[config.mk]
export PLATFORM = sky130hd
export DESIGN_NAME = ddr_cmd_monitor
export DESIGN_NICKNAME = d
export VERILOG_FILES = /design/src/rtl/ddr_mon_pkg.sv /design/src/rtl/ddr_cmd_decode.sv /design/src/rtl/ddr_bank_tracker.sv /design/src/rtl/ddr_mode_shadow.sv /design/src/rtl/ddr_cmd_monitor.sv
export SDC_FILE = /design/constraint.sdc
export NUM_CORES = 1
export LEC_CHECK = 0
export BUFFER_PORTS_ARGS = -buffer_cell sky130_fd_sc_hd__buf_2
export CORE_MARGIN = 10
export CORE_UTILIZATION = 30
export CTS_BUF_LIST = sky130_fd_sc_hd__clkbuf_8
export DETAILED_ROUTE_END_ITERATION = 7
export GPL_TIMING_DRIVEN = 0
export PLACE_DENSITY = 0.52
export SETUP_SLACK_MARGIN = 0.05
export SLEW_MARGIN = 10
export SYNTH_ARGS = -nofsm -noshare
export SYNTH_HDL_FRONTEND = slang
export SYNTH_HIERARCHICAL = 1
export SYNTH_SLANG_ARGS = --single-unit
[constraint.sdc]
create_clock -name clk -period 6.2 [get_ports clk]
set_input_delay 1.24 -clock clk [delete_from_list [all_inputs] [get_ports clk]]
set_output_delay 1.24 -clock clk [all_outputs]
set_load 0.01 [all_outputs]
[src/rtl/ddr_mon_pkg.sv]
package ddr_mon_pkg;

  typedef enum logic [3:0] {
    CMD_NOP  = 4'd0,
    CMD_ACT  = 4'd1,
    CMD_RD   = 4'd2,
    CMD_WR   = 4'd3,
    CMD_BST  = 4'd4,
    CMD_PRE  = 4'd5,
    CMD_REF  = 4'd6,
    CMD_SREF = 4'd7,
    CMD_LMR  = 4'd8
  } ddr_cmd_e;

  // error vector layout
  localparam int ERR_W      = 7;
  localparam int E_CLOSED   = 0;
  localparam int E_REOPEN   = 1;
  localparam int E_BST      = 2;
  localparam int E_EXT_RSVD = 3;
  localparam int E_MODE     = 4;
  localparam int E_CKE      = 5;
  localparam int E_MR_SEL   = 6;

  // base mode register fields that the checker decodes
  localparam int BL_LSB = 0;
  localparam int CL_LSB = 4;
  localparam int FLD_W  = 3;
  localparam logic [FLD_W-1:0] CL_TWO  = 3'b010;
  localparam logic [FLD_W-1:0] CL_TWO5 = 3'b110;

endpackage

[src/rtl/ddr_cmd_decode.sv]
module ddr_cmd_decode
  import ddr_mon_pkg::*;
(
  input  logic     cke,
  input  logic     cs_n,
  input  logic     ras_n,
  input  logic     cas_n,
  input  logic     we_n,
  output ddr_cmd_e cmd,
  output logic     cke_err
);

  ddr_cmd_e raw;

  always_comb begin
    raw = CMD_NOP;
    if (!cs_n) begin
      case ({ras_n, cas_n, we_n})
        3'b011:  raw = CMD_ACT;
        3'b101:  raw = CMD_RD;
        3'b100:  raw = CMD_WR;
        3'b110:  raw = CMD_BST;
        3'b010:  raw = CMD_PRE;
        3'b001:  raw = CMD_REF;
        3'b000:  raw = CMD_LMR;
        default: raw = CMD_NOP;
      endcase
    end
  end

  always_comb begin
    cmd     = raw;
    cke_err = 1'b0;
    if (!cke) begin
      if (raw == CMD_REF) begin
        cmd = CMD_SREF;
      end else if (raw != CMD_NOP) begin
        cmd     = CMD_NOP;
        cke_err = 1'b1;
      end
    end
  end

endmodule

[src/rtl/ddr_bank_tracker.sv]
module ddr_bank_tracker
  import ddr_mon_pkg::*;
#(
  parameter int NUM_BANKS = 4,
  parameter int BA_W      = 2,
  parameter int ROW_W     = 13,
  parameter int BURST_LEN = 4
) (
  input  logic                       clk,
  input  logic                       rst_n,
  input  ddr_cmd_e                   cmd,
  input  logic [BA_W-1:0]            ba,
  input  logic [ROW_W-1:0]           row,
  input  logic                       ap,
  output logic [NUM_BANKS-1:0]       bank_open,
  output logic [NUM_BANKS*ROW_W-1:0] bank_row,
  output logic                       err_closed,
  output logic                       err_reopen,
  output logic                       err_bst
);

  localparam int BURST_CYC = BURST_LEN / 2;
  localparam int CNT_W     = $clog2(BURST_CYC + 1);

  logic [CNT_W-1:0] cnt_q, cnt_d;
  logic [BA_W-1:0]  bbank_q, bbank_d;
  logic             bap_q, bap_d;
  logic             brd_q, brd_d;
  logic             burst_en;
  logic             is_rw, rw_ok, act_ok, bst_ok, ap_close;

  always_comb begin
    is_rw      = (cmd == CMD_RD) || (cmd == CMD_WR);
    rw_ok      = is_rw && bank_open[ba];
    act_ok     = (cmd == CMD_ACT) && !bank_open[ba];
    bst_ok     = (cnt_q != '0) && brd_q && !bap_q;
    err_closed = is_rw && !bank_open[ba];
    err_reopen = (cmd == CMD_ACT) && bank_open[ba];
    err_bst    = (cmd == CMD_BST) && !bst_ok;
    ap_close   = bap_q && (cnt_q == CNT_W'(1)) && !rw_ok;

    cnt_d   = (cnt_q != '0) ? cnt_q - CNT_W'(1) : cnt_q;
    bbank_d = bbank_q;
    bap_d   = bap_q;
    brd_d   = brd_q;
    if (rw_ok) begin
      cnt_d   = CNT_W'(BURST_CYC);
      bbank_d = ba;
      bap_d   = ap;
      brd_d   = (cmd == CMD_RD);
    end else if ((cmd == CMD_BST) && bst_ok) begin
      cnt_d = '0;
    end
    burst_en = (cnt_q != '0) || rw_ok;
  end

  always_ff @(posedge clk or negedge rst_n) begin
    if (!rst_n) begin
      cnt_q   <= '0;
      bbank_q <= '0;
      bap_q   <= 1'b0;
      brd_q   <= 1'b0;
    end else if (burst_en) begin
      cnt_q   <= cnt_d;
      bbank_q <= bbank_d;
      bap_q   <= bap_d;
      brd_q   <= brd_d;
    end
  end

  for (genvar b = 0; b < NUM_BANKS; b++) begin : g_bank
    logic             open_q, open_d;
    logic             row_we, hit;
    logic [ROW_W-1:0] row_q;

    always_comb begin
      hit    = (ba == BA_W'(b));
      row_we = act_ok && hit;
      open_d = open_q;
      if (ap_close && (bbank_q == BA_W'(b))) open_d = 1'b0;
      if (row_we) open_d = 1'b1;
      if ((cmd == CMD_PRE) && (ap || hit)) open_d = 1'b0;
    end

    always_ff @(posedge clk or negedge rst_n) begin
      if (!rst_n) open_q <= 1'b0;
      else        open_q <= open_d;
    end

    always_ff @(posedge clk or negedge rst_n) begin
      if (!rst_n)      row_q <= '0;
      else if (row_we) row_q <= row;
    end

    assign bank_open[b]                  = open_q;
    assign bank_row[b*ROW_W +: ROW_W]    = row_q;
  end

endmodule

[src/rtl/ddr_mode_shadow.sv]
module ddr_mode_shadow
  import ddr_mon_pkg::*;
#(
  parameter int BA_W      = 2,
  parameter int OP_W      = 13,
  parameter int BURST_LEN = 4
) (
  input  logic            clk,
  input  logic            rst_n,
  input  ddr_cmd_e        cmd,
  input  logic [BA_W-1:0] ba,
  input  logic [OP_W-1:0] addr,
  output logic [OP_W-1:0] mr_base,
  output logic [OP_W-1:0] mr_ext,
  output logic            err_rsvd,
  output logic            err_mode,
  output logic            err_sel
);

  localparam logic [FLD_W-1:0] BL_CODE = FLD_W'($clog2(BURST_LEN));

  logic             is_lmr, base_we, ext_we;
  logic [FLD_W-1:0] cl_f, bl_f;

  always_comb begin
    is_lmr   = (cmd == CMD_LMR);
    base_we  = is_lmr && (ba == BA_W'(0));
    ext_we   = is_lmr && (ba == BA_W'(1));
    err_sel  = is_lmr && !base_we && !ext_we;
    cl_f     = addr[CL_LSB +: FLD_W];
    bl_f     = addr[BL_LSB +: FLD_W];
    err_mode = base_we && (!((cl_f == CL_TWO) || (cl_f == CL_TWO5)) || (bl_f != BL_CODE));
    err_rsvd = ext_we && (addr[OP_W-1:2] != '0);
  end

  always_ff @(posedge clk or negedge rst_n) begin
    if (!rst_n)       mr_base <= '0;
    else if (base_we) mr_base <= addr;
  end

  always_ff @(posedge clk or negedge rst_n) begin
    if (!rst_n)      mr_ext <= '0;
    else if (ext_we) mr_ext <= addr;
  end

endmodule

[src/rtl/ddr_cmd_monitor.sv]
module ddr_cmd_monitor
  import ddr_mon_pkg::*;
#(
  parameter  int NUM_BANKS = 4,
  parameter  int ROW_W     = 13,
  parameter  int COL_W     = 9,
  parameter  int AP_BIT    = 10,
  parameter  int BURST_LEN = 4,
  localparam int BA_W      = $clog2(NUM_BANKS)
) (
  input  logic                       clk,
  input  logic                       rst_n,
  input  logic                       cke,
  input  logic                       cs_n,
  input  logic                       ras_n,
  input  logic                       cas_n,
  input  logic                       we_n,
  input  logic [BA_W-1:0]            ba,
  input  logic [ROW_W-1:0]           addr,
  output logic [3:0]                 cmd_code,
  output logic [BA_W-1:0]            cmd_bank,
  output logic [ROW_W-1:0]           cmd_row,
  output logic [COL_W-1:0]           cmd_col,
  output logic                       cmd_ap,
  output logic [ERR_W-1:0]           err_pulse,
  output logic [ERR_W-1:0]           err_sticky,
  output logic [NUM_BANKS-1:0]       bank_open,
  output logic [NUM_BANKS*ROW_W-1:0] bank_row,
  output logic [ROW_W-1:0]           mr_base,
  output logic [ROW_W-1:0]           mr_ext,
  output logic                       dll_off,
  output logic                       drv_reduced
);

  // reset: asserted asynchronously, released on the clock
  logic [1:0] rst_sync_q;
  logic       rst_sync_n;

  always_ff @(posedge clk or negedge rst_n) begin
    if (!rst_n) rst_sync_q <= 2'b00;
    else        rst_sync_q <= {rst_sync_q[0], 1'b1};
  end
  assign rst_sync_n = rst_sync_q[1];

  ddr_cmd_e cmd;
  logic     cke_err;
  logic     ap;
  logic     err_closed, err_reopen, err_bst, err_rsvd, err_mode, err_sel;

  assign ap = addr[AP_BIT];

  ddr_cmd_decode u_decode (
    .cke     (cke),
    .cs_n    (cs_n),
    .ras_n   (ras_n),
    .cas_n   (cas_n),
    .we_n    (we_n),
    .cmd     (cmd),
    .cke_err (cke_err)
  );

  ddr_bank_tracker #(
    .NUM_BANKS (NUM_BANKS),
    .BA_W      (BA_W),
    .ROW_W     (ROW_W),
    .BURST_LEN (BURST_LEN)
  ) u_banks (
    .clk        (clk),
    .rst_n      (rst_sync_n),
    .cmd        (cmd),
    .ba         (ba),
    .row        (addr),
    .ap         (ap),
    .bank_open  (bank_open),
    .bank_row   (bank_row),
    .err_closed (err_closed),
    .err_reopen (err_reopen),
    .err_bst    (err_bst)
  );

  ddr_mode_shadow #(
    .BA_W      (BA_W),
    .OP_W      (ROW_W),
    .BURST_LEN (BURST_LEN)
  ) u_mode (
    .clk      (clk),
    .rst_n    (rst_sync_n),
    .cmd      (cmd),
    .ba       (ba),
    .addr     (addr),
    .mr_base  (mr_base),
    .mr_ext   (mr_ext),
    .err_rsvd (err_rsvd),
    .err_mode (err_mode),
    .err_sel  (err_sel)
  );

  assign dll_off     = mr_ext[0];
  assign drv_reduced = mr_ext[1];

  // report stage
  logic [BA_W-1:0]  bank_d;
  logic [ROW_W-1:0] row_d;
  logic [COL_W-1:0] col_d;
  logic             ap_d;
  logic [ERR_W-1:0] err_d;

  always_comb begin
    bank_d = '0;
    row_d  = '0;
    col_d  = '0;
    ap_d   = 1'b0;
    case (cmd)
      CMD_ACT: begin
        bank_d = ba;
        row_d  = addr;
      end
      CMD_RD, CMD_WR: begin
        bank_d = ba;
        col_d  = addr[COL_W-1:0];
        ap_d   = ap;
      end
      CMD_PRE: begin
        bank_d = ap ? '0 : ba;
        ap_d   = ap;
      end
      default: ;
    endcase

    err_d             = '0;
    err_d[E_CLOSED]   = err_closed;
    err_d[E_REOPEN]   = err_reopen;
    err_d[E_BST]      = err_bst;
    err_d[E_EXT_RSVD] = err_rsvd;
    err_d[E_MODE]     = err_mode;
    err_d[E_CKE]      = cke_err;
    err_d[E_MR_SEL]   = err_sel;
  end

  always_ff @(posedge clk or negedge rst_sync_n) begin
    if (!rst_sync_n) begin
      cmd_code   <= 4'd0;
      cmd_bank   <= '0;
      cmd_row    <= '0;
      cmd_col    <= '0;
      cmd_ap     <= 1'b0;
      err_pulse  <= '0;
      err_sticky <= '0;
    end else begin
      cmd_code   <= cmd;
      cmd_bank   <= bank_d;
      cmd_row    <= row_d;
      cmd_col    <= col_d;
      cmd_ap     <= ap_d;
      err_pulse  <= err_d;
      err_sticky <= err_sticky | err_d;
    end
  end

endmodule

* Yosys cells after proc, flatten, opt, wreduce, memory -nomap -nowiden *
Cells that the tools add are included.

cells by class
  order comparisons = 1
  equal/unequal tests = 23
  mux-type cells = 30
  bitwise logic cells = 1
  $add $sub $neg = 1
  reduce and logical (&&, ||, !) cells = 59

operator list
  operator            count
  $logic_and 1x1->1   28
  $pmux 4 s7          1
  $mux 1              17
  $mux 4              4
  $reduce_bool 3->1   5
  $mux 13             1
  $eq 3x3->1 const B  4
  $eq 4x3->1 const B  3
  $reduce_bool 11->1  1
  $eq 3x2->1 const B  3
  $mux 9              1
  $eq 2x2->1 const B  4
  $eq 4x2->1 const B  2
  $logic_or 1x1->1    8
  $mux 2              4
  $logic_not 1->1     7
  $or 7x7->7          1
  $eq 2x1->1 const B  3
  $reduce_or 3->1     2
  $eq 4x1->1 const B  1
  $eq 4x4->1 const B  1
  $logic_not 2->1     2
  $pmux 2 s2          1
  $reduce_and 2->1    2
  other kinds (9)     9

storage, ports and cells
  logic and storage cells = 137
  flip-flop bits (word level) = 133
  input bits = 22
  output and inout bits = 127

* Logic depth before layout (Yosys ltp) *
Gate-level depths: netlist (run 1).

  depth after elaboration = 16
  gate-level depth with buffers = 9

* By module *
The synthesis (run 1) kept the hierarchy.

modules (own cells, without submodules)
  module            area an instance (um^2)  instances  cells each
  ddr_bank_tracker  2,738.9                  1          185
  ddr_cmd_monitor   1,433.9                  1          88
  ddr_mode_shadow   1,082.3                  1          66
  ddr_cmd_decode    107.6                    1          14

* Worst setup path before layout (run 1) *
OpenSTA, ideal clock, no wires.

  path kind = input-to-reg
  from = input cas_n
  to = register u_mode.mr_ext[10]
  data required time = 6,075 ps
  library setup time = 125 ps
  arrival time = 3,851 ps
  slack = 2,224 ps
  stages = 6
  cells stage by stage = buf_4 nor4_1 nor4b_4 nand3b_2 buf_6 mux2_4

between the ends
  word-level cells in the longest chain between the ends = 9
  elaborated cells on any way between the ends = 16
  those cells by class = eq/ne (8); mux (5); reduce/logical (3)

RTL lines
  item                                line                   source
  from (decl)                         ddr_cmd_monitor.sv:16  input logic cas_n,
  $eq 3x1->1 (tied with other cells)  ddr_cmd_decode.sv:18   case ({ras_n, cas_n, we_n})
  $pmux 4 s7 *                        ddr_cmd_decode.sv:18
  $mux 4 *                            ddr_cmd_decode.sv:17   if (!cs_n) begin
  $reduce_bool 4->1                   ddr_cmd_decode.sv:37   end else if (raw != CMD_NOP) begin
  $mux 4                              ddr_cmd_decode.sv:37
  $mux 4                              ddr_cmd_decode.sv:35   if (raw == CMD_REF) begin
  $mux 4 *                            ddr_cmd_decode.sv:34   if (!cke) begin
  via cmd[3]                          ddr_cmd_monitor.sv:45  ddr_cmd_e cmd;
  $eq 4x4->1 *                        ddr_mode_shadow.sv:26  is_lmr = (cmd == CMD_LMR);
  $logic_and 1x1->1 *                 ddr_mode_shadow.sv:28  ext_we = is_lmr && (ba == BA_W'(1));
  to (signal assigned)                ddr_mode_shadow.sv:43  else if (ext_we) mr_ext <= addr;
  to (decl)                           ddr_mode_shadow.sv:14  output logic [OP_W-1:0] mr_ext,

The timed path passes the listed nets; every way through them passes the cells marked *.
A chain may end at the register's enable or synchronous reset.

* Final worst setup path (run 1) *
  from = input ras_n
  to = register u_banks.g_bank[3].row_q[4]

between the ends
  word-level cells in the longest chain between the ends = 10
  elaborated cells on any way between the ends = 17
  those cells by class = eq/ne (8); mux (5); reduce/logical (4)

RTL lines
  item                                line                    source
  from (decl)                         ddr_cmd_monitor.sv:15   input logic ras_n,
  $eq 3x1->1 (tied with other cells)  ddr_cmd_decode.sv:18
  $pmux 4 s7 *                        ddr_cmd_decode.sv:18
  $mux 4 *                            ddr_cmd_decode.sv:17
  $reduce_bool 4->1                   ddr_cmd_decode.sv:37
  $mux 4                              ddr_cmd_decode.sv:37
  $mux 4                              ddr_cmd_decode.sv:35
  $mux 4 *                            ddr_cmd_decode.sv:34
  via cmd[0]                          ddr_cmd_monitor.sv:45
  $eq 4x1->1 *                        ddr_bank_tracker.sv:35  act_ok = (cmd == CMD_ACT) && !bank_open[ba];
  $logic_and 1x1->1 *                 ddr_bank_tracker.sv:35
  $logic_and 1x1->1 *                 ddr_bank_tracker.sv:78  row_we = act_ok && hit;
  to (signal assigned)                ddr_bank_tracker.sv:92  else if (row_we) row_q <= row;
  to (decl)                           ddr_bank_tracker.sv:74  logic [ROW_W-1:0] row_q;

Marks and branches as above.

==> impl_metrics.ini, run 1 <==
[outcome]
status = complete, no violations

[sta]
slew_viol_final = 0
max-slew-margin-rel_pct = 30.7
finalCritPeriodShare_pct = 64.8
clock_skew_ns = 0.00925
finalSetupTns_ns = 0
fmax_mhz = 249
fin_crit_ns = 4.02
hold_violations = 0
timing.final.ws_setup_ns = 2.18
setup_violations = 0
rsz0062_at_grt = no
worst_pin_slew_ns = 1.03

[pwr]
p_leak_nw = 3.64
p_total_mw = 2.64
p_per_area_mw_per_mm2 = 380
p_clk_share_pct = 33.4
pwr-share-comb_pct = 22.8
p_int_mw = 1.90
vdd_ir_drop_max_v = 0.000129
p_seq_share_pct = 43.8
power.switching_mw = 0.743
switching_share_pct = 28.1

[floorplanning]
initial_core_util_pct = 30.8
rows = 48
die_y_um = 154
core_area_mm2 = 0.0174
die_x_um = 154
die-area_mm2 = 0.0236
ioPinCount = 149

[global_route]
grt_usage_pct = 12.6
grt_overflow = 0
antenna_found_initial = 0
grt_pass1_vias = 3737
grt_max_degree = 67
grt_pass1_wl_um = 23000

[synthesis]
netlist_instances = 353
syn_nets = 377
ys_seq_area_share_pct = 62.1
synth_compound_area_share_pct = 3.13
synth_adder_area_share_pct = 0.467
yosys_warnings = 6
syn_area_per_cell_um2 = 15.2
synth_top_family_by_area = multiplexers
synth.area.mux_share_pct = 20.0
ys_types = 48
synth-seq-cells = 133
yosys.area_share.simple_pct = 11.0
synth_xor_area_share_pct = 0.163
syn_area_mm2 = 0.00536

[placement]
port_buffers = 147
dpl-instance-area_mm2 = 0.00647
dp.cells = 729
dp_slack_ns = 1.67
gp_congestion = 0.767
hpwl_um = 10600

[cells_and_area]
area_growth_syn_to_layout_pct = 29.7
layout.nets = 547
drive_gt1_share_pct = 55.7
antenna_cells = 0
fin_area_mm2 = 0.00696
fillers = 1684
stdcell_count = 760

[job]
maxCapViolations = 0

[clock_network]
cts_max_path_buffers = 2
clkTransAtPathRegs_ns = 0.08
tritoncts = done
clock-sinks = 133
cts-htree-levels = 4
clk-insertion-delay-late_ns = 0.44
cts_hold_buf = 0
postCtsSetupBuffers = 0
ctsResizeCount = 0
cts-root-buf = clkbuf_8
cts_buffers = 17

[setup_path]
cp-start-kind = input port
crit_fanout = 10
required_ns = 6.52
arrival_ns = 4.34
worstSetupPathType = in2reg
setup.worst_path.end_class = flop

[routing]
vias_per_cell = 4.48
ant_nets = 0
num_vias = 3401
drt_iter0_drc = 167
drc = 0
wl_per_cell_um = 19.4
drt-total-wl_um = 14700
drt_pass1_iterations = 4

[hold_path]
min_path_type = reg2async
==> layer usage <==
layer / vias up / part of all wire (%) / track usage, %
li1: 1591 / - / -
met1: 1688 / 47 / 16.5
met2: 112 / 46 / 19.2
met3: 10 / 5.7 / 4.41
met4: 0 / 0.88 / 3.64
met5: - / 0 / 0
==> worst paths after layout <==
| kind | start | endpoint | slack [ns] | cells after the start |
|---|---|---|---|---|
| min reg2reg | rst_sync_q[1] | u_banks/g_bank[3].row_q[8] | 0.15 | 0 |
| max in group asynchronous | rst_sync_q[1] | u_mode/mr_ext[2] | 5.49 | 1 |
| min | rst_sync_q[1] | u_banks/g_bank[3].row_q[8] | 0.15 | 0 |
| min in group clk | rst_sync_q[0] | rst_sync_q[1] | 0.35 | 0 |
| max | ras_n | u_banks/g_bank[3].row_q[4] | 2.18 | 8 |
| max reg2reg | u_banks/g_bank[3].open_q | u_banks/g_bank[1].open_q | 4.30 | 4 |
==> placed cells by master (no fill, tap or decap), types with 5 or more instances in the layout <==
cell type / count
buf_6: 7
and2_1: 24
inv_1: 6
bufinv_16: 6
nand2_1: 8
mux2_4: 35
mux2_2: 44
or2_2: 7
buf_4: 7
clkbuf_8: 19
o21ai_0: 7
dfrtp_1: 132
a21oi_1: 5
buf_2: 152
nor2_1: 6
==> cell usage after synthesis (all sizes together) <==
cell / count / area share (%)
or4: 1 / 0.14
nor4b: 6 / 1.8
o21a: 2 / 0.28
a31oi: 3 / 0.35
inv: 6 / 0.42
buf: 17 / 2.6
nor3: 3 / 0.37
o31a: 2 / 0.33
nand4: 1 / 0.12
nand4bb: 2 / 0.42
or2: 8 / 0.93
dfrtp: 133 / 62
nand2b: 3 / 0.35
and2: 24 / 2.8
o311ai: 1 / 0.16
ha: 2 / 0.47
nor2: 7 / 0.54
o32a: 1 / 0.19
a21oi: 6 / 0.56
xnor2: 1 / 0.16
and4b: 1 / 0.19
or4b: 1 / 0.19
nand2: 9 / 0.68
a211oi: 1 / 0.14
o21ai: 7 / 0.65
or3: 2 / 0.23
nand3b: 5 / 0.77
mux2: 80 / 19
or3b: 1 / 0.16
conb: 1 / 0.070
nor4: 4 / 0.47
mux2i: 2 / 0.37
nand3: 4 / 0.37
a21boi: 1 / 0.14
mux4: 1 / 0.42
a32oi: 2 / 0.33
nor3b: 2 / 0.49
==> layout make-up <==
type	count	area (um2)	share of cell area, %
clock inverters	12	224	3.22
inverters	6	22.5	0.324
clock buffers	19	262	3.76
well taps	225	282	4.05
plain buffers	17	140	2.01
multi-input cells	197	1890	27.1
repair buffers	151	807	11.6
flip-flops and latches	133	3330	47.9
==> stage by stage <==
stage / utilization [%] / hold slack [ns]
after floorplan: - / 0.331
after CTS: 39.9 / 0.159
after global routing: 39.9 / 0.163
after detailed placement: 37.1 / 0.152
after global placement: 36.6 / 0.337
final: 39.9 / 0.152
==> critical path, stage by stage <==
cell and delay [ns]:
buf_2 0.15, or4b_1 0.51, a31oi_1 0.75, nor4b_4 0.48, nand3_1 0.17, nor2_2 0.28
buf_2 0.38, mux2_2 0.37
==> power groups by stage <==
stage | sequential (mW) | combinational (mW) | clock, mW
2_1_floorplan | 1.23 | 0.268 | 0
3_3_place_gp | 1.18 | 0.585 | 0
3_5_place_dp | 1.17 | 0.616 | 0
4_1_cts | 1.16 | 0.619 | 0.904
5_1_grt | 1.18 | 0.662 | 0.946
6_report | 1.16 | 0.602 | 0.882
==> kinds of logic after synthesis <==
group / after synthesis
other: 1
flip-flops: 133
adder cells (fa/ha/maj): 2
AO/OA/AOI/OAI: 26
multiplexers: 83
XOR/XNOR: 1
buffers and inverters: 23
AND/OR/NAND/NOR: 84
==> registers in the layout (all words and copies together) (netlist names) <==
signal,flops
u_mode/mr_ext,13
u_mode/mr_base,13
u_banks/cnt_q,2
cmd_col,9
cmd_bank,2
rst_sync_q,2
err_sticky,7
u_banks/bap_q,1
u_banks/g_bank.open_q,4
u_banks/g_bank.row_q,52
u_banks/bbank_q,2
u_banks/brd_q,1
cmd_row,13
err_pulse,7
cmd_ap,1
cmd_code,4
(Power assumes the default switching activity.)
==> run 2, diff against run 1 <==
- ABC_AREA: default -> 1
- clock period: 6.2 -> 3.92 ns (I/O delays scaled with it)
==> run 2 against run 1 <==
Routed wire length increased by 9.4%. Combinational power increased by 61%. Cell count increased by 28%. Design area decreased by 0.79%. Die area increased by 0.42%. Core utilization decreased by 0.45 points. First-iteration DRC count increased by 19%. Worst hold slack got worse by 0.036 ns. Non-clock buffer count increased by 4. Synthesized cell count increased by 61%. Setup slack got worse by 0.48 ns. Highest routed layer unchanged.
==> impl_metrics.ini, run 2 <==
[routing]
drt-total-wl_um = 16100
num_vias = 4382
wl_per_cell_um = 16.5
drc = 0
drt_iter0_drc = 198
ant_nets = 0
vias_per_cell = 4.50
drt_pass1_iterations = 4

[synthesis]
synth_edf_count = 0
netlist_instances = 567
syn_nets = 591
yosys.area.top_type_share_pct = 61.8
ys_types = 31
synth_area_leader_cell = dfrtp_1
synth_ff_type = dfrtp_1
synthArstFlopShare_pct = 100
yosys_warnings = 6
yosysMostFrequentCell = nand2_1
synth_area_leaders = dfrtp_1 62%, nand2_1 13%, nand3_1 3.9%
synth-seq-cells = 133
syn_area_mm2 = 0.00539
syn_area_per_cell_um2 = 9.50
ys_seq_area_share_pct = 61.8
synth_commonest_cells = 182 x nand2_1, 133 x dfrtp_1, 44 x inv_1

[global_route]
grt_overflow = 0
antenna_found_initial = 0
grt_usage_pct = 13.9
grt_pass1_wl_um = 25800
grt_pass1_vias = 4600
grt_max_degree = 60

[clock_network]
cts_buffers = 17
cts-htree-levels = 4
cts_hold_buf = 0
clkTransAtPathRegs_ns = 0.08
cts_max_path_buffers = 2
ctsResizeCount = 0
cts-root-buf = clkbuf_8
postCtsSetupBuffers = 0
tritoncts = done
clk-insertion-delay-late_ns = 0.44
clock-sinks = 133

[sta]
fin_crit_ns = 2.22
fmax_mhz = 451
rsz0062_at_grt = no
finalCritPeriodShare_pct = 56.5
setup_violations = 0
finalSetupTns_ns = 0
max-slew-margin-rel_pct = 62.4
hold_violations = 0
clock_skew_ns = 0.00895
slew_viol_final = 0
worst_pin_slew_ns = 0.561

[setup_path]
worstSetupStartpoint = cke
setup.worst_path.end_class = flop
required_ns = 4.30
r2r_setup_slack_ns = 2.33
crit_fanout = 10
worstSetupPathType = in2reg
cp-start-kind = input port
worstReg2RegStart = u_banks/g_bank[3].open_q
arrival_ns = 2.60

[floorplanning]
die_y_um = 154
die_x_um = 154
ioPinCount = 149
rows = 48
die-area_mm2 = 0.0237
core_area_mm2 = 0.0175
initial_core_util_pct = 30.8

[cells_and_area]
final_common_cell = nand2_1
largest_reg_flops = 52
final_util_pct = 39.5
layout.nets = 760
most-common-layout-cells = 182 x nand2_1, 157 x buf_2, 132 x dfrtp_1
antenna_cells = 0
top_register = u_banks/g_bank.row_q
drive_gt1_share_pct = 33.8
area_growth_syn_to_layout_pct = 28.0

[pwr]
p_per_area_mw_per_mm2 = 588
vdd_ir_drop_max_v = 0.000229
p_leak_nw = 3.92

[placement]
port_buffers = 148
gp_congestion = 0.796
hpwl_um = 12200

[job]
maxCapViolations = 0

[outcome]
status = complete, no violations

[hold_path]
min_path_type = in2async
[run 2: changes by cell type in the layout (fill, tap and decap cells not counted), moves of 5 or more]
cell,before,now
inv_1,6,45
and2_1,24,0
mux2_2,44,0
inv_2,0,5
nor2_1,6,42
buf_2,152,157
mux2_4,35,0
nand2_2,1,9
nand2_1,8,182
nand3_1,4,42
o21ai_1,0,12
nor2_2,1,11
o21ai_0,7,20
nor2_4,0,7
[run 2: cell families after synthesis]
logic type,after synthesis,synth area share [%]
AOI/OAI and AO/OA,42,4.20
DFF,133,61.8
buffers and inverters,71,6.20
adders and majority gates,2,0.464
and+or+nand+nor,318,27.3
other,1,0.0696
[run 2: stage by stage]
| stage | setup slack, ns | std cells | instance area, um2 | hold slack [ns] | total power [mW] |
|---|---|---|---|---|---|
| floorplan | 1.70 | 567 | 5390 | 0.331 | 2.38 |
| global placement | 0.966 | 940 | 6410 | 0.336 | 2.83 |
| detailed placement | 1.21 | 942 | 6470 | 0.281 | 2.87 |
| CTS | 1.69 | 973 | 6900 | 0.0816 | 4.13 |
| global route | 1.50 | 973 | 6900 | 0.0791 | 4.35 |
| finish | 1.70 | 973 | 6900 | 0.115 | 4.06 |
[run 2: where the power goes]
group / switching (mW) / internal, mW / total, mW
combinational: 0.575 / 0.395 / 0.970
sequential: 0.181 / 1.67 / 1.85
clock: 0.539 / 0.705 / 1.24
[run 2: worst max-delay path, stage by stage]
cell and delay [ns]:
buf_2 0.10, inv_1 0.08, nor2_4 0.11, nand2_2 0.07, nor3_2 0.39, inv_1 0.08, nand2_1 0.12, nor3_1 0.05
inv_1 0.18, nor2_8 0.08, nand3_2 0.11, buf_2 0.26, nand2_1 0.09, nand2_1 0.07
[run 2: final timing paths]
path                                              end  cells past startpoint
min in group clk                        rst_sync_q[1]                      0
min reg2reg                u_banks/g_bank[3].row_q[3]                      0
max                        u_banks/g_bank[3].row_q[3]                     14
min                                     rst_sync_q[1]                      1
max reg2reg                u_banks/g_bank[3].row_q[3]                      9
max in group asynchronous                err_pulse[0]                      1
[run 2: routing by layer]
layer	GRT usage (%)	routed length (um)	part of all wire [%]
met4	5.89	382	2.4
met2	21.9	7500	47
met1	16.4	6580	41
met3	5.66	1640	10
met5	0	0	0
[run 2: cell type report]
| class | instances | area, um2 |
|---|---|---|
| fillers | 1798 | 10600 |
| well taps | 225 | 282 |
| plain buffers | 22 | 150 |
| clock inverters | 13 | 183 |
| flip-flops and latches | 133 | 3330 |
| multi-input cells | 363 | 1730 |
| inverters | 49 | 184 |
| clock buffers | 18 | 248 |
| repair buffers | 150 | 796 |
==> run 3, diff against run 2 <==
- clock period: 3.92 -> 2.2 ns (I/O delays scaled with it)
==> run 3 against run 2 <==
Total power increased by 75%. Highest routed layer unchanged. Clock power increased by 67%. First-iteration DRC count increased by 25%. Register-to-register slack got worse by 1.7 ns. Design area decreased by 0.31%. Non-clock buffer count increased by 1. Largest cell class unchanged. Combinational power increased by 79%. Global-route usage increased by 0.081 points.
==> impl_metrics.ini, run 3 (synthesized netlist as in run 2, its figures left out) <==
[clock_network]
cts_max_path_buffers = 2
clk-insertion-delay-late_ns = 0.45
clock-sinks = 133
cts_hold_buf = 1
cts-htree-levels = 4
postCtsSetupBuffers = 0
cts_buffers = 17
clkTransAtPathRegs_ns = 0.08
cts-root-buf = clkbuf_8
ctsResizeCount = 0
tritoncts = done

[routing]
ant_nets = 0
drt_iter0_drc = 248
drt_pass1_iterations = 4
vias_per_cell = 4.51
wl_per_cell_um = 16.9
num_vias = 4393
drt-total-wl_um = 16500
drc = 0

[pwr]
p_per_area_mw_per_mm2 = 1030
switching_share_pct = 33.6
p_seq_share_pct = 46.3
p_int_mw = 4.71
p_clk_share_pct = 29.1
p_leak_nw = 3.90
p_total_mw = 7.10
power.switching_mw = 2.38
pwr-share-comb_pct = 24.5
vdd_ir_drop_max_v = 0.000391

[floorplanning]
ioPinCount = 149
initial_core_util_pct = 30.8
die_y_um = 154
core_area_mm2 = 0.0175
die-area_mm2 = 0.0237
rows = 48
die_x_um = 154

[setup_path]
crit_slowest_cell = nor3_2
crit_path_cell_trace = buf_2 -> inv_1 -> nor2_4 -> nand2_2 -> nor3_2 -> inv_1 -> nand2_1 -> nor3_1 -> inv_1 -> nor2_8 -> nand3_2 -> buf_2 -> nand2_1 -> nand2_1
worstSetupPathType = in2reg
crit_path_max_incr_delay_ns = 0.39
cp-start-kind = input port
setup.worst_path.end_class = flop
r2r_setup_slack_ns = 0.61
arrival_ns = 2.29
crit_fanout = 10
required_ns = 2.59

[sta]
fin_crit_ns = 1.90
worst_pin_slew_ns = 0.544
slew_viol_final = 0
rsz0062_at_grt = no
clock_skew_ns = 0.00974
whs_ns = 0.187
finalSetupTns_ns = 0
max-slew-margin-rel_pct = 63.6
setup_violations = 0
finalCritPeriodShare_pct = 86.3
hold_violations = 0
fmax_mhz = 526

[placement]
dp.cells = 942
port_buffers = 148
hpwl_um = 12200
gp_congestion = 0.779

[cells_and_area]
drive_gt1_share_pct = 34.0
final_common_cell = nand2_1
most-common-layout-cells = 182 x nand2_1, 157 x buf_2, 132 x dfrtp_1
stdcell_count = 975
layout.nets = 761
antenna_cells = 0
area_growth_syn_to_layout_pct = 27.7
largest_reg_flops = 52
top_register = u_banks/g_bank.row_q
final_util_pct = 39.4

[global_route]
grt_pass1_vias = 4565
grt_max_degree = 63
grt_overflow = 0
antenna_found_initial = 0
grt_pass1_wl_um = 26000
grt_usage_pct = 14.0

[outcome]
status = complete, no violations

[job]
maxCapViolations = 0

[hold_path]
min_path_type = reg2async
==> run 3: cell count changes in the layout (fill, tap and decap cells not counted) <==
cell           before  now
bufinv_16           4    2
inv_1              45   44
dlygate4sd3_1       0    1
clkinvlp_4          3    5
inv_6               1    3
==> run 3: layout make-up <==
type | instances | area (um2)
fillers | 1795 | 10600
flip-flops and latches | 133 | 3330
multi-input cells | 363 | 1730
repair buffers | 151 | 806
well taps | 225 | 282
clock buffers | 18 | 248
inverters | 49 | 184
clock inverters | 14 | 151
plain buffers | 22 | 150
==> run 3: metal layers <==
layer  share of wire (%)  GRT usage (%)  vias up
met3                 8.9           5.55       22
li1                    -              -     2103
met4                 2.0           5.67        0
met1                  40           15.9     2113
met5                   0              0        -
met2                  49           22.9      155
==> run 3: through the flow <==
stage          instance area [um2]  setup slack (ns)
2_1_floorplan                 5390             0.319
3_3_place_gp                  6410            -0.134
3_5_place_dp                  6470            -0.176
4_1_cts                       6880             0.312
5_1_grt                       6880            0.0956
6_report                      6880             0.300
==> run 3: worst max-delay path, delay by kind of cell <==
kind	cells	cell delay, ns
and+or+nand+nor	9	1.13
buffers and inverters	5	0.71
==> run 3: path summary, 6_finish.rpt <==
kind | from | endpoint | cells after the start
setup / recovery | cke | u_banks/g_bank[3].row_q[3] | 14
hold / removal | rst_sync_q[1] | u_banks/g_bank[1].row_q[3] | 0
setup reg to reg | u_banks/g_bank[3].open_q | u_banks/g_bank[3].row_q[3] | 9
hold reg to reg | rst_sync_q[1] | u_banks/g_bank[1].row_q[3] | 0
max in group asynchronous | rst_sync_q[1] | err_sticky[6] | 2
min in group clk | addr[12] | cmd_row[12] | 3
==> run 3: power by group through the flow <==
stage | clock [mW] | sequential, mW | combinational, mW
4_1_cts | 2.13 | 3.29 | 1.79
3_3_place_gp | 0 | 3.34 | 1.70
5_1_grt | 2.27 | 3.36 | 1.98
2_1_floorplan | 0 | 3.52 | 0.719
3_5_place_dp | 0 | 3.32 | 1.79
6_report | 2.07 | 3.29 | 1.74
